### src/rtl/dual_bus_xcvr.sv
module dual_bus_xcvr #(
  parameter int GRP_W  = 8,
  parameter int GROUPS = 2,
  localparam int W     = GRP_W * GROUPS
) (
  input  logic              clk,
  input  logic              rst_n,
  input  logic [W-1:0]      a_in,
  input  logic [W-1:0]      b_in,
  input  logic [GROUPS-1:0] cap_ab,
  input  logic [GROUPS-1:0] cap_ba,
  input  logic [GROUPS-1:0] sel_ab,
  input  logic [GROUPS-1:0] sel_ba,
  input  logic [GROUPS-1:0] oe_ab,
  input  logic [GROUPS-1:0] oe_ba_n,
  output logic [W-1:0]      a_out,
  output logic [W-1:0]      a_oe,
  output logic [W-1:0]      b_out,
  output logic [W-1:0]      b_oe
);

  for (genvar g = 0; g < GROUPS; g++) begin : grp
    localparam int LO = g * GRP_W;
    logic [GRP_W-1:0] st_ab, st_ba;
    logic drv_a;

    always_ff @(posedge clk) begin
      if (!rst_n)          st_ab <= '0;
      else if (cap_ab[g])  st_ab <= a_in[LO +: GRP_W];
    end

    always_ff @(posedge clk) begin
      if (!rst_n)          st_ba <= '0;
      else if (cap_ba[g])  st_ba <= b_in[LO +: GRP_W];
    end

    assign drv_a = ~oe_ba_n[g];

    assign b_oe[LO +: GRP_W]  = {GRP_W{oe_ab[g]}};
    assign b_out[LO +: GRP_W] = !oe_ab[g] ? '0 :
                                sel_ab[g] ? st_ab : a_in[LO +: GRP_W];

    assign a_oe[LO +: GRP_W]  = {GRP_W{drv_a}};
    assign a_out[LO +: GRP_W] = !drv_a    ? '0 :
                                sel_ba[g] ? st_ba : b_in[LO +: GRP_W];
  end

endmodule

### config.mk
export PLATFORM = sky130hd
export DESIGN_NAME = dual_bus_xcvr
export DESIGN_NICKNAME = d
export VERILOG_FILES = /design/src/rtl/dual_bus_xcvr.sv
export SDC_FILE = /design/constraint.sdc
export NUM_CORES = 1
export LEC_CHECK = 0
export BUFFER_PORTS_ARGS = -buffer_cell sky130_fd_sc_hd__buf_2
export CAP_MARGIN = 25
export CORE_UTILIZATION = 45
export DETAILED_ROUTE_END_ITERATION = 6
export HOLD_SLACK_MARGIN = 0.03
export PLACE_DENSITY = 0.81
export RECOVER_POWER = 100
export SLEW_MARGIN = 20
export SYNTH_ARGS = -nofsm -noshare
export SYNTH_HDL_FRONTEND = slang
export SYNTH_SLANG_ARGS = --single-unit
### constraint.sdc
create_clock -name clk -period 0.8 [get_ports clk]
set_input_delay 0.04 -clock clk [delete_from_list [all_inputs] [get_ports clk]]
set_output_delay 0.04 -clock clk [all_outputs]
set_load 0.02 [all_outputs]
==> results by group <==
Route
  – Remaining antenna violation count: 0
  – Initial DRC count: 38
  – Number of vias per cell: 4.817
  – Routed via count: 1,575
  – Detailed Routing Iterations Pass 1: 2
  – Drc violations: 0
  – WL/cell: 11.42 µm
  – WL final: 3733 µm

Finish
  – Multi-input gate area: 0.001001 mm²
  – N_diodes: 0
  – FILL cells: 389
  – Most frequent cells in the layout: buf_2 (76), mux2i_1 (64), nor2b_1 (48), buf_4 (33), dfxtp_2 (25)
  – Register area: 671.9 µm²
  – Commonest non-fill, non-tap cell in the layout: buf_2
  – Final Non-Filler Cells: 327
  – Layout area overhead: 21.91%
  – Post-layout util: 58.97%
  – Layout cells sized above 1: 50.18%
  – Layout Nets: 325

Worst hold path
  – Hold Path Class: primary input to flop

Timing
  – Final min period: 1.039 ns
  – Setup Skew: 0 ns
  – Achievable Freq: 0.9620 GHz
  – Relative slew margins: 71.82%
  – RSZ-0062 raised after global routing: yes
  – Final worst slack: -0.2395 ns
  – Final setup viols: 32
  – Slew Viols, Final: 0
  – Fin. Hold Viols: 0
  – Slew @ Worst Pin: 0.4227 ns
  – Tcrit/Tclk final: 129.9%

Floorplanning
  – Die area: 0.004725 mm²
  – Die Ht: 68.74 µm
  – Number of top-level pins: 110
  – # rows: 23
  – Starting density of the core: 48.37%
  – Die X: 68.74 µm
  – Core Area: 0.004144 mm²

CTS
  – Clk root buf: clkbuf_8
  – CTS Sinks: 32
  – Hold_buf cts: 0
  – TritonCTS clock tree: done
  – Max Buffers Root-to-Sink: 2
  – Reg clk slew, reported paths: 0.06 ns
  – Skew-Pair Late Insertion Delay: 0.27 ns
  – Clock buffer count from CTS: 5
  – CTS H-tree depth: 2

Critical path
  – Critical path type: flop to output pin
  – R2R Setup Slk: 0.07 ns
  – Crit path DAT: 1.00 ns
  – CP max FO: 2
  – Startpoint Class: flop
  – CP required: 0.76 ns
  – Endpoint type of the worst setup path: output pin

Place
  – RePlAce Congestion: 0.6707
  – Post-DP HPWL: 2655 µm
  – Inst Count DP: 321
  – Count of input and output buffers: 109

GRT
  – Largest net degree at the start of global routing: 33
  – Initial antenna violation count: 0
  – Vias in the first global route: 1,296
  – Congestion Overflow GR: 0
  – GRT Total Usage: 15.78%
  – First-pass GRT wire length: 5430 µm

Pwr
  – Lkg Pwr: 0.001283 µW
  – Peak VDD IR: 854.3 µV
  – P per Cell Area: 1574 mW/mm²
  – Pwr Total: 3846 µW

Logic synthesis
  – Synth unique cells: 8
  – Net count after synthesis: 253
  – Flops & latches, synth: 32
  – Mapped Area: 0.002004 mm²
  – Sequential share of the synthesized area: 31.96%
  – Post-Syn Instances: 207
  – Ys Warns: 0
  – Mapped Avg Cell Area: 9.683 µm²

Outcome
  – Violated checks: negative setup slack
  – Status: finished, violations left

Flow run
  – Max Cap Violations: 0
==> cell type report <==
type	count	area share (%)
multi-input combinational	128	40.96
clock buffer	5	2.816
timing repair buffer	110	25.86
inverter	2	0.3072
sequential	32	27.50
tap	50	2.560
==> worst paths after layout <==
| path | start | to | cells past startpoint |
|---|---|---|---|
| worst min-delay path | b_in[13] | grp[1].st_ba[5]$_SDFFE_PN0P_ | 3 |
| worst max-delay path | grp[1].st_ab[7]$_SDFFE_PN0P_ | b_out[15] | 3 |
| worst max register to register | grp[0].st_ab[7]$_SDFFE_PN0P_ | grp[0].st_ab[7]$_SDFFE_PN0P_ | 3 |
| worst min register to register | grp[1].st_ba[0]$_SDFFE_PN0P_ | grp[1].st_ba[0]$_SDFFE_PN0P_ | 2 |
==> worst max-delay path, stage by stage (launching register included) <==
cell	delay [ns]
dfxtp_2	0.32
mux2i_1	0.06
nor2b_1	0.17
buf_4	0.17
==> power breakdown <==
part / switching, µW / internal [µW] / total (µW)
combinational: 570 / 472 / 1040
clock: 495 / 558 / 1050
sequential: 44.8 / 1700 / 1750
==> per-layer routing <==
layer / global-route usage, % / wire [µm] / share of wire (%) / up-vias
met4: 6.888 / 63 / 1.7 / 0
li1: - / - / - / 789
met5: 0 / 0 / 0 / -
met3: 5.921 / 268 / 7.2 / 7
met2: 28.31 / 1932 / 52 / 68
met1: 16.30 / 1469 / 39 / 711
==> kinds of logic after synthesis <==
kind of cell | count (synthesis) | synth area share (%)
buf+inv | 47 | 18.10
flops | 32 | 31.96
mux | 64 | 31.96
simple gates | 64 | 17.98
==> cells in the mapped netlist <==
library cell	number	area share, %
buf_6	8	4.5
buf_4	32	12
nor2_1	16	3.0
buf_2	5	1.2
inv_1	2	0.37
mux2i_1	64	32
dfxtp_1	32	32
nor2b_1	48	15
==> registers in the layout, indices dropped and copies added, names as in the netlist <==
register / cells
grp.st_ab: 16
grp.st_ba: 16
==> through the flow <==
stage	hold slack (ns)	instance area [µm²]	setup TNS (ns)	worst slack [ns]
3_3_place_gp	0.3144	2257	0	0.06049
6_report	0.03880	2444	-5.456	-0.2395
2_1_floorplan	0.1682	2004	0	0.07837
3_5_place_dp	0.3216	2257	0	0.02819
4_1_cts	0.03179	2406	-5.735	-0.2272
5_1_grt	0.04509	2444	-7.420	-0.2770
==> what timing repair did <==
item                                    in CTS  in global routing
gates resized for setup                     39                 18
pin swaps                                    0                  2
buffers inserted                             0                  1
endpoints found under the setup margin      32                 32
(Power assumes the default switching activity.)
